--- src/rtl/tsk_pkg.sv ---
package tsk_pkg;
  typedef enum logic [1:0] {
    FLD_CTRL    = 2'd0,
    FLD_BUDGET  = 2'd1,
    FLD_INFO    = 2'd2,
    FLD_STREAMS = 2'd3
  } tsk_fld_e;
endpackage

--- src/rtl/tsk_rr_pick.sv ---
module tsk_rr_pick #(
  parameter int N     = 4,
  parameter int TID_W = 2
) (
  input  logic [N-1:0]     mask,
  input  logic [TID_W-1:0] last,
  output logic             found,
  output logic [TID_W-1:0] idx
);
  // rotating scan: offset 1 first, offset N (the last task itself) at the end
  always_comb begin
    found = 1'b0;
    idx   = '0;
    for (int k = 1; k <= N; k++) begin
      if (!found && mask[(int'(last) + k) % N]) begin
        found = 1'b1;
        idx   = TID_W'((int'(last) + k) % N);
      end
    end
  end
endmodule

--- src/rtl/tsk_table.sv ---
module tsk_table
  import tsk_pkg::*;
#(
  parameter int N        = 4,
  parameter int TID_W    = 2,
  parameter int BUDGET_W = 8,
  parameter int INFO_W   = 16,
  parameter int SID_W    = 4,
  parameter int SLOTS    = 2
) (
  input  logic                clk,
  input  logic                rst,
  input  logic                cfg_we,
  input  logic [TID_W-1:0]    cfg_task,
  input  logic [1:0]          cfg_fld,
  input  logic [INFO_W-1:0]   cfg_wdata,
  input  logic                upd_valid,
  input  logic [SID_W-1:0]    upd_sid,
  input  logic [N-1:0]        fb_blk,
  input  logic [N-1:0]        fb_err,
  input  logic [TID_W-1:0]    bud_idx,
  output logic [BUDGET_W-1:0] bud_q,
  input  logic [TID_W-1:0]    info_idx,
  output logic [INFO_W-1:0]   info_q,
  output logic [N-1:0]        elig_nxt
);
  localparam int SW = SLOTS * SID_W;

  logic [BUDGET_W-1:0] bud_mem  [N];
  logic [INFO_W-1:0]   info_mem [N];
  logic [SW-1:0]       sid_mem  [N];

  logic [N-1:0] en_q, blk_q, en_nxt, blk_nxt, upd_hit, ctrl_hit;
  tsk_fld_e fld;
  assign fld = tsk_fld_e'(cfg_fld);

  // field storage, no reset, one write port
  always_ff @(posedge clk) begin
    if (cfg_we) begin
      case (fld)
        FLD_BUDGET:  bud_mem[cfg_task]  <= cfg_wdata[BUDGET_W-1:0];
        FLD_INFO:    info_mem[cfg_task] <= cfg_wdata;
        FLD_STREAMS: sid_mem[cfg_task]  <= cfg_wdata[SW-1:0];
        default: ;
      endcase
    end
  end

  assign bud_q  = bud_mem[bud_idx];
  assign info_q = info_mem[info_idx];

  genvar gi, gs;
  generate
    for (gi = 0; gi < N; gi++) begin : g_task
      logic [SLOTS-1:0] slot_eq;
      for (gs = 0; gs < SLOTS; gs++) begin : g_slot
        assign slot_eq[gs] = (sid_mem[gi][gs*SID_W +: SID_W] == upd_sid);
      end
      assign upd_hit[gi]  = upd_valid && (|slot_eq);
      assign ctrl_hit[gi] = cfg_we && (fld == FLD_CTRL) && (cfg_task == TID_W'(gi));
      assign en_nxt[gi]   = (ctrl_hit[gi] ? cfg_wdata[0] : en_q[gi]) && !fb_err[gi];
      assign blk_nxt[gi]  = (blk_q[gi] && !upd_hit[gi] && !ctrl_hit[gi]) || fb_blk[gi];

      p_blk_rise_r5: assert property (@(posedge clk) disable iff (rst)
        $rose(blk_q[gi]) |-> $past(fb_blk[gi]));
      p_blk_fall_r6: assert property (@(posedge clk) disable iff (rst)
        $fell(blk_q[gi]) |-> $past(upd_hit[gi] || ctrl_hit[gi]));
      p_en_fall_r7: assert property (@(posedge clk) disable iff (rst)
        $fell(en_q[gi]) |-> $past(fb_err[gi] || ctrl_hit[gi]));
    end
  endgenerate

  always_ff @(posedge clk) begin
    if (rst) begin
      en_q  <= '0;
      blk_q <= '0;
    end else begin
      en_q  <= en_nxt;
      blk_q <= blk_nxt;
    end
  end

  assign elig_nxt = en_nxt & ~blk_nxt;
endmodule

--- src/rtl/coop_task_sched.sv ---
module coop_task_sched #(
  parameter int NUM_TASKS = 4,
  parameter int BUDGET_W  = 8,
  parameter int INFO_W    = 16,
  parameter int SID_W     = 4,
  parameter int SLOTS     = 2,
  parameter int TID_W     = (NUM_TASKS > 1) ? $clog2(NUM_TASKS) : 1
) (
  input  logic              clk,
  input  logic              rst,
  input  logic              cfg_we,
  input  logic [TID_W-1:0]  cfg_task,
  input  logic [1:0]        cfg_fld,
  input  logic [INFO_W-1:0] cfg_wdata,
  input  logic              upd_valid,
  input  logic [SID_W-1:0]  upd_sid,
  input  logic              req,
  input  logic              req_blocked,
  input  logic              req_error,
  output logic              rsp_valid,
  output logic              rsp_idle,
  output logic [TID_W-1:0]  rsp_task,
  output logic [INFO_W-1:0] rsp_info
);
  localparam logic [TID_W-1:0] LAST_ID = TID_W'(NUM_TASKS - 1);

  logic                cur_vld;
  logic [TID_W-1:0]    cur_id;
  logic [BUDGET_W-1:0] cnt;

  logic [NUM_TASKS-1:0] fb_blk, fb_err, elig_nxt;
  logic [BUDGET_W-1:0]  bud_q;
  logic [INFO_W-1:0]    info_q;
  logic                 pick_ok, stay;
  logic [TID_W-1:0]     pick_id, info_idx;

  // feedback targets only the task granted last
  always_comb begin
    fb_blk = '0;
    fb_err = '0;
    if (req && cur_vld) begin
      fb_blk[cur_id] = req_blocked;
      fb_err[cur_id] = req_error;
    end
  end

  tsk_table #(
    .N(NUM_TASKS), .TID_W(TID_W), .BUDGET_W(BUDGET_W),
    .INFO_W(INFO_W), .SID_W(SID_W), .SLOTS(SLOTS)
  ) u_table (
    .clk(clk), .rst(rst),
    .cfg_we(cfg_we), .cfg_task(cfg_task), .cfg_fld(cfg_fld), .cfg_wdata(cfg_wdata),
    .upd_valid(upd_valid), .upd_sid(upd_sid),
    .fb_blk(fb_blk), .fb_err(fb_err),
    .bud_idx(pick_id), .bud_q(bud_q),
    .info_idx(info_idx), .info_q(info_q),
    .elig_nxt(elig_nxt)
  );

  tsk_rr_pick #(.N(NUM_TASKS), .TID_W(TID_W)) u_pick (
    .mask(elig_nxt), .last(cur_id), .found(pick_ok), .idx(pick_id)
  );

  assign stay     = cur_vld && !req_blocked && !req_error
                    && elig_nxt[cur_id] && (cnt != '0);
  assign info_idx = stay ? cur_id : pick_id;

  always_ff @(posedge clk) begin
    if (rst) begin
      cur_vld   <= 1'b0;
      cur_id    <= LAST_ID;
      cnt       <= '0;
      rsp_valid <= 1'b0;
      rsp_idle  <= 1'b0;
      rsp_task  <= '0;
      rsp_info  <= '0;
    end else begin
      rsp_valid <= req;
      if (req) begin
        if (stay) begin
          cnt      <= cnt - 1'b1;
          rsp_idle <= 1'b0;
          rsp_task <= cur_id;
          rsp_info <= info_q;
        end else if (pick_ok) begin
          cur_vld  <= 1'b1;
          cur_id   <= pick_id;
          cnt      <= (bud_q == '0) ? '0 : bud_q - 1'b1;
          rsp_idle <= 1'b0;
          rsp_task <= pick_id;
          rsp_info <= info_q;
        end else begin
          cur_vld  <= 1'b0;
          rsp_idle <= 1'b1;
          rsp_task <= '0;
          rsp_info <= '0;
        end
      end
    end
  end

  p_rsp_after_req_r2: assert property (@(posedge clk) disable iff (rst)
    rsp_valid |-> $past(req));
  p_req_answered_r2: assert property (@(posedge clk) disable iff (rst)
    req |=> rsp_valid);
  p_idle_zero_r8: assert property (@(posedge clk) disable iff (rst)
    (rsp_valid && rsp_idle) |-> (rsp_task == '0 && rsp_info == '0 && !cur_vld));
  p_grant_current_r3: assert property (@(posedge clk) disable iff (rst)
    (rsp_valid && !rsp_idle) |-> (cur_vld && rsp_task == cur_id));
endmodule

--- config.mk ---
export PLATFORM = sky130hd
export DESIGN_NAME = coop_task_sched
export DESIGN_NICKNAME = d
export VERILOG_FILES = /design/src/rtl/tsk_pkg.sv /design/src/rtl/tsk_rr_pick.sv /design/src/rtl/tsk_table.sv /design/src/rtl/coop_task_sched.sv
export SDC_FILE = /design/constraint.sdc
export NUM_CORES = 1
export LEC_CHECK = 0
export CORE_ASPECT_RATIO = 1.2
export CORE_UTILIZATION = 44
export CTS_BUF_LIST = sky130_fd_sc_hd__clkbuf_8
export DETAILED_ROUTE_END_ITERATION = 16
export DONT_BUFFER_PORTS = 1
export GPL_TIMING_DRIVEN = 0
export SLEW_MARGIN = 10
export SYNTH_ARGS = -nofsm -noshare
export SYNTH_HDL_FRONTEND = slang
export SYNTH_HIERARCHICAL = 1
export SYNTH_SLANG_ARGS = --single-unit
--- constraint.sdc ---
create_clock -name clk -period 8.2 [get_ports clk]
set_input_delay 1.64 -clock clk [delete_from_list [all_inputs] [get_ports clk]]
set_output_delay 1.64 -clock clk [all_outputs]
set_load 0.05 [all_outputs]
==> metrics.yaml, run 1 <==
status:
  status: "completed"
worst_setup_path:
  cp_slowest_cell: "nor4b_1"
  worst-path-max-fanout: 10
  cp-start-kind: "primary input"
  critical_path_required_ps: 8530
  crit_chain: "clkbuf_1, inv_1, clkbuf_1, nor2_1, nand2_1, nor2_1, nor2b_1, o21ai_1, a211oi_2, and2b_1, a21oi_2, o221ai_2, buf_2, mux4_2, inv_1, ha_1, nor4b_1, a31oi_1, a211oi_1, nor3_1"
  critPathKind: "in -> reg"
  critPathArrivalTime_ps: 6320
  cp_top_family: "simple AND/OR/NAND/NOR gates"
  critPathBufInv: 5
  r2r_cells: 15
  cp-end-kind: "flip-flop"
  cp.depth: 20
  slowest_delay_ps: 640
sta:
  rsz0062_at_grt: "false"
  worst_clock_skew_ps: 11.8
  tns_ps: 0
  hold_viol: 0
  worst_pin_slew_ps: 1220
  min_period_over_period: 0.730
  timing.slew.headroom: 0.178
  setup_viol: 0
  max_freq_mhz: 167
  post-route-min-period_ps: 5990
  drv_slew: 0
yosys:
  synth-edff-count: 128
  ys_types: 54
  yosysSeqAreaShare: 0.648
  synth_xor_area_frac: 0.0405
  syn_avg_cell_area_um2: 14.3
  synth-adder-area-share: 0.00702
  synthMuxAreaShare: 0.0902
  ys.flop_type: "edfxtp_1"
  synth_warnings: 6
  synth_top_family_by_area: "simple AND/OR/NAND/NOR gates"
  syn-instance-count: 497
  synth-simple-area-share: 0.102
  synth.cell_area_um2: 7130
  ys_async_sr_fraction: 0
  synth_seq_cells: 167
  synth-compound-area-share: 0.0870
  mappedNetlistNets: 532
clocking:
  cts.root.buffer_cell: "clkbuf_8"
  cts_buffers: 17
  clk_latency_ps: 460
  cts-htree-levels: 4
  cts_tree: "done"
  cts_setup_buffers: 0
  ctsLongestPathBuffers: 2
  clock_sinks: 167
  cts.clk_slew.worst_paths_ps: 90
  cts_resized: 0
  hold_buffers: 0
global_route:
  grt_use_total: 0.186
  overflow: 0
  grt_max_degree: 17
  antenna_found_initial: 0
  grt_pass1_wl_um: 23200
  grt_pass1_vias: 4281
routing:
  drc: 0
  firstDrtPassIters: 4
  wl_per_cell_um: 19.2
  drtIter0Drc: 271
  drt-total-wl_um: 14300
  vias: 4088
  drt-vias-per-instance: 5.51
  antenna_left: 0
place:
  port_buffers: 0
  dp.cells: 710
  gp_congestion: 0.852
  dpl.hpwl_um: 10100
layout:
  nFillCells: 1309
  area_growth_pct: 10.9
  n_antenna_cell: 0
  drive_gt1_frac: 0.180
  finish.net_count: 556
  layoutNonFillerInstCount: 742
pwr:
  p_leak_uw: 0.00262
  pwr_density_cell_nw_per_um2: 211
  irDropWorstVdd_uv: 88.3
floorplan:
  core-area_um2: 15700
  die-area_um2: 16700
  start_util: 0.454
  dieHeight_um: 141
  num_rows: 50
  num_io_pins: 51
  die-width_um: 118
worst_hold_path:
  hold_path_class: "reg -> reg"
  worstHoldPathCells: 2
run:
  drv_cap: 0
## kinds of logic after synthesis
family | Yosys count
compound gates | 89
fa+ha+maj | 4
buf+inv | 35
flops | 167
simple gates | 136
mux | 33
xor+xnor | 33
## flip-flops by register name (all words and copies together) (netlist names), 4 cells and up
signal            cells
u_table/info_mem     64
cnt                   8
u_table/sid_mem      32
u_table/blk_q         4
rsp_info             16
u_table/bud_mem      32
u_table/en_q          4
## final timing paths
path / from / end / slack (ps)
max: req / cnt[0]$_SDFFE_PP0P_ / 2210
min: cnt[7]$_SDFFE_PP0P_ / cnt[7]$_SDFFE_PP0P_ / 510
max reg2reg: u_table/sid_mem[3][5]$_DFFE_PP_ / cnt[0]$_SDFFE_PP0P_ / 3530
min reg2reg: cnt[7]$_SDFFE_PP0P_ / cnt[7]$_SDFFE_PP0P_ / 510
## cells in the final DEF (no fill, tap or decap), types with 4 or more instances in the layout
| cell type | instances |
|---|---|
| a211oi_1 | 4 |
| a211oi_2 | 4 |
| a21o_1 | 4 |
| a21oi_1 | 25 |
| a311oi_1 | 4 |
| buf_2 | 5 |
| buf_6 | 6 |
| clkbuf_1 | 13 |
| clkbuf_8 | 18 |
| dfxtp_1 | 39 |
| edfxtp_1 | 128 |
| ha_1 | 4 |
| inv_1 | 10 |
| mux2i_1 | 8 |
| mux4_2 | 25 |
| nand2_1 | 31 |
| nand2b_1 | 12 |
| nand3_1 | 8 |
| nand3b_1 | 5 |
| nor2_1 | 31 |
| nor2b_1 | 4 |
| nor3_1 | 13 |
| nor4_1 | 8 |
| nor4_2 | 4 |
| o21ai_0 | 17 |
| o21ai_1 | 4 |
| o32ai_1 | 7 |
| xor2_1 | 32 |
## metrics by stage
| stage | hold WS [ps] | util | power, uW | setup slack [ps] | instance area, um2 |
|---|---|---|---|---|---|
| after global routing | 537 | 0.504 | 1730 | 1780 | 7910 |
| after detailed placement | 492 | 0.476 | 1060 | 1740 | 7470 |
| after global placement | 494 | 0.471 | 1060 | 1850 | 7390 |
| after CTS | 513 | 0.504 | 1690 | 2240 | 7910 |
| final | 508 | 0.504 | 1670 | 2210 | 7910 |
| after floorplan | 472 | - | 1040 | 2730 | 7130 |
## final cells by class
type / count / area, um2 / share of cell area
buffer: 25 / 138 / 0.0174
clock buffer: 18 / 248 / 0.0313
timing repair buffer: 5 / 67.6 / 0.00854
inverter: 10 / 37.5 / 0.00475
sequential: 167 / 4620 / 0.585
tap: 208 / 260 / 0.0329
clock inverter: 14 / 190 / 0.0240
multi-input combinational: 295 / 2340 / 0.296
## tightest hold or removal path, stage by stage (launching register included)
cell and delay (ps):
dfxtp_1 330, nand2b_1 70, o32ai_1 70
## per-layer routing
layer | wire [um] | global-route usage | share of wire | vias to the layer above
met1 | 6100 | 0.224 | 0.43 | 2068
met2 | 7450 | 0.325 | 0.52 | 63
met3 | 548 | 0.0531 | 0.038 | 14
met4 | 186 | 0.0574 | 0.013 | 0
li1 | - | - | - | 1943
met5 | 0 | 0 | 0 | -
## cells in the mapped netlist (all sizes together) (4+ instances only)
master  number  area [um2]
buf         12        88.8
a311oi       4        35.0
dfxtp       39         781
inv         10        37.5
nand3b       5        37.5
nor2        34         128
a21o         4        30.0
nand3        8        40.0
nand2       31         116
a211oi       8        80.1
mux2i        8        80.1
ha           4        50.1
nor3        14        70.1
nor2b        4        25.0
edfxtp     128        3840
xor2        32         280
a21oi       26         134
o32ai        7        61.3
and3b        4        38.8
nor4        12         100
clkbuf      13        48.8
mux4        25         563
nand2b      12        75.1
o21ai       21         105
## where the power goes
part / internal [uW] / leakage, uW / switching [uW]
Sequential: 927 / 0.00147 / 18.0
Clock: 318 / 0.000211 / 313
Combinational: 40.4 / 0.000937 / 55.3
Total: 1290 / 0.00262 / 387
Power figures use the tool's default switching activity.
==> run 2, diff against run 1 <==
ABC_AREA = 1   (was unset)
clock period = 5.4 ns   (was 8.2 ns; I/O delays follow)
==> run 2 against run 1 <==
Net effect: die area up 9.2%; utilization down 0.51 points; worst hold slack got worse by 5.9 ps; critical endpoint is now cnt[3]$_SDFFE_PP0P_; critical path type unchanged.
==> metrics.yaml, run 2 <==
layout:
  layout_commonest_cell: "nand2_1"  # was edfxtp_1
  regArea_um2: 4620  # unchanged
  drive_gt1_frac: 0.125  # was 0.180
  n_antenna_cell: 0  # unchanged
  area_growth_pct: 9.40  # was 10.9%
  reg_top3: "u_table/info_mem x64, u_table/bud_mem x32, u_table/sid_mem x32"  # unchanged
  multi_input_area_um2: 2670  # was 2340 um2
  nFillCells: 1648  # was 1309
  final_cell_mix: "nand2_1, nor2_1, edfxtp_1"  # was edfxtp_1, dfxtp_1, xor2_1
  regMostFlops: "u_table/info_mem"  # unchanged
  finish.net_count: 908  # was 556
  largest_reg_flops: 64  # unchanged
floorplan:
  core-area_um2: 17100  # was 15700 um2
  die-width_um: 124  # was 118 um
  num_rows: 52  # was 50
  dieHeight_um: 148  # was 141 um
  die-area_um2: 18300  # was 16700 um2
  start_util: 0.456  # was 0.454
  num_io_pins: 51  # unchanged
global_route:
  grt_max_degree: 20  # was 17
  antenna_found_initial: 0  # unchanged
  grt_pass1_wl_um: 28200  # was 23200 um
  grt_use_total: 0.209  # was 0.186
  grt_pass1_vias: 5231  # was 4281
  overflow: 0  # unchanged
clocking:
  ctsLongestPathBuffers: 2  # unchanged
  cts_setup_buffers: 0  # unchanged
  cts.root.buffer_cell: "clkbuf_8"  # unchanged
  hold_buffers: 0  # unchanged
  cts.clk_slew.worst_paths_ps: 110  # was 90 ps
  cts_resized: 0  # unchanged
  cts-htree-levels: 4  # unchanged
  clock_sinks: 167  # unchanged
  cts_tree: "done"  # unchanged
  clk_latency_ps: 460  # about the same
  cts_buffers: 17  # unchanged
yosys:
  syn-instance-count: 850  # was 497
  ys_async_sr_fraction: 0  # unchanged
  synth-adder-area-share: 0.00642  # was 0.00702
  synth-compound-area-share: 0.0746  # was 0.0870
  syn_avg_cell_area_um2: 9.18  # was 14.3 um2
  yosysMostFrequentCell: "nand2_1"  # was edfxtp_1
  synthTopCellsByCount: "nand2_1, nor2_1, edfxtp_1"  # was edfxtp_1, dfxtp_1, nor2_1
  synth_seq_cells: 167  # unchanged
  mappedNetlistNets: 885  # was 532
  yosysSeqAreaShare: 0.593  # was 0.648
  synth_top_family_by_area: "simple AND/OR/NAND/NOR gates"  # unchanged
  synth-edff-count: 128  # unchanged
  ys_types: 34  # was 54
  yosysTopAreaCell: "edfxtp_1"  # unchanged
  ys.flop_type: "edfxtp_1"  # unchanged
  synth_warnings: 6  # unchanged
  synth_top_area_share: 0.493  # was 0.539
  synthMuxAreaShare: 0  # was 0.0902
  synth-simple-area-share: 0.250  # was 0.102
  synth_area_leaders: "edfxtp_1, nand2_1, dfxtp_1"  # was edfxtp_1, dfxtp_1, mux4_2
  synth.cell_area_um2: 7800  # was 7130 um2
  synth_xor_area_frac: 0.00898  # was 0.0405
routing:
  drc: 0  # unchanged
  wl_per_cell_um: 16.0  # was 19.2 um
  drt-vias-per-instance: 4.99  # was 5.51
  antenna_left: 0  # unchanged
  firstDrtPassIters: 7  # was 4
  drt-total-wl_um: 17600  # was 14300 um
  vias: 5504  # was 4088
  drtIter0Drc: 328  # was 271
sta:
  max_freq_mhz: 228
  setup_viol: 0  # unchanged
  drv_slew: 0  # unchanged
  timing.slew.headroom: 0.393  # was 0.178
  worst_clock_skew_ps: 17.0  # was 11.8 ps
  post-route-min-period_ps: 4390
  min_period_over_period: 0.812
  tns_ps: 0  # unchanged
  whs_ps: 502  # was 508 ps
  hold_viol: 0  # unchanged
  rsz0062_at_grt: "false"  # unchanged
  worst_pin_slew_ps: 907  # was 1220 ps
worst_hold_path:
  hold_path_class: "reg -> reg"  # unchanged
worst_setup_path:
  critical_path_required_ps: 5770  # was 8530 ps
  worst-path-max-fanout: 10  # unchanged
  cp-end-kind: "flip-flop"  # unchanged
  cp-start-kind: "primary input"  # unchanged
  critPathArrivalTime_ps: 4760  # was 6320 ps
  ff2ff_setup_slack_ps: 1340  # was 3530 ps
  critPathKind: "in -> reg"  # unchanged
pwr:
  power_uw: 3740  # was 1670 uW
  p_leak_uw: 0.00344  # was 0.00262 uW
  pwr_density_cell_nw_per_um2: 439  # was 211 nW/um2
  irDropWorstVdd_uv: 181  # was 88.3 uV
status:
  status: "completed"  # unchanged
place:
  dpl.hpwl_um: 12700  # was 10100 um
  gp_congestion: 0.764  # was 0.852
  port_buffers: 0  # unchanged
run:
  drv_cap: 0  # unchanged
## run 2: worst max-delay path, cell delays in order
cell	delay [ps]
buf_2	170
nand2_1	150
inv_1	70
nand2_1	130
nor2_1	60
a21oi_1	90
o21ai_0	130
nor2_2	190
nand2_1	80
nand2_2	110
inv_1	60
nand2_1	70
nand2_2	70
nand3b_1	160
nand3_1	310
inv_1	210
buf_2	230
nor2_1	170
o22ai_1	200
nor2_1	200
nand2_1	90
nor3_2	250
inv_1	140
nand3_1	140
nand2_1	60
nor2_1	80
nor2_1	50
## run 2: logic make-up (layout without fill, tap and decap cells)
kind of cell    count (synthesis)  in the layout
compound gates                109            109
xor+xnor                        8              8
fa+ha+maj                       4              4
buf+inv                       115            151
flops                         167            167
simple gates                  447            447
## run 2: through the flow
step / utilization / cell area (um2) / std cells / worst slack [ps]
after floorplan: - / 7800 / 850 / 1350
after global placement: 0.472 / 8070 / 1066 / 584
after detailed placement: 0.475 / 8130 / 1070 / 531
after CTS: 0.499 / 8530 / 1102 / 1040
after global routing: 0.499 / 8530 / 1102 / 494
final: 0.499 / 8530 / 1102 / 1010
## run 2: cell type report
type / instances / area share
clock buffer: 17 / 0.0274
timing repair buffer: 4 / 0.00572
sequential: 167 / 0.542
clock inverter: 15 / 0.0199
inverter: 87 / 0.0400
multi-input combinational: 568 / 0.312
tap: 216 / 0.0317
buffer: 28 / 0.0210
## run 2: final timing paths
path / from / endpoint / cells after the start
setup / recovery: req / cnt[3]$_SDFFE_PP0P_ / 27
hold / removal: cur_vld$_SDFFE_PP0P_ / cur_vld$_SDFFE_PP0P_ / 2
setup reg to reg: cur_id[1]$_SDFFE_PP1P_ / cnt[3]$_SDFFE_PP0P_ / 26
hold reg to reg: cur_vld$_SDFFE_PP0P_ / cur_vld$_SDFFE_PP0P_ / 2
## run 2: layer usage
metal	wire length, um	track usage	up-vias
li1	-	-	2841
met1	7550	0.263	2572
met2	9200	0.352	77
met3	608	0.0386	14
met4	282	0.0807	0
met5	0	0	-
## run 2: power breakdown
group          switching (uW)  internal (uW)  total [uW]  leakage [uW]
Clock                     535            355         889      0.000203
Combinational             831            393        1220       0.00176
Sequential                167           1460        1630       0.00147
Total                    1530           2210        3740       0.00344
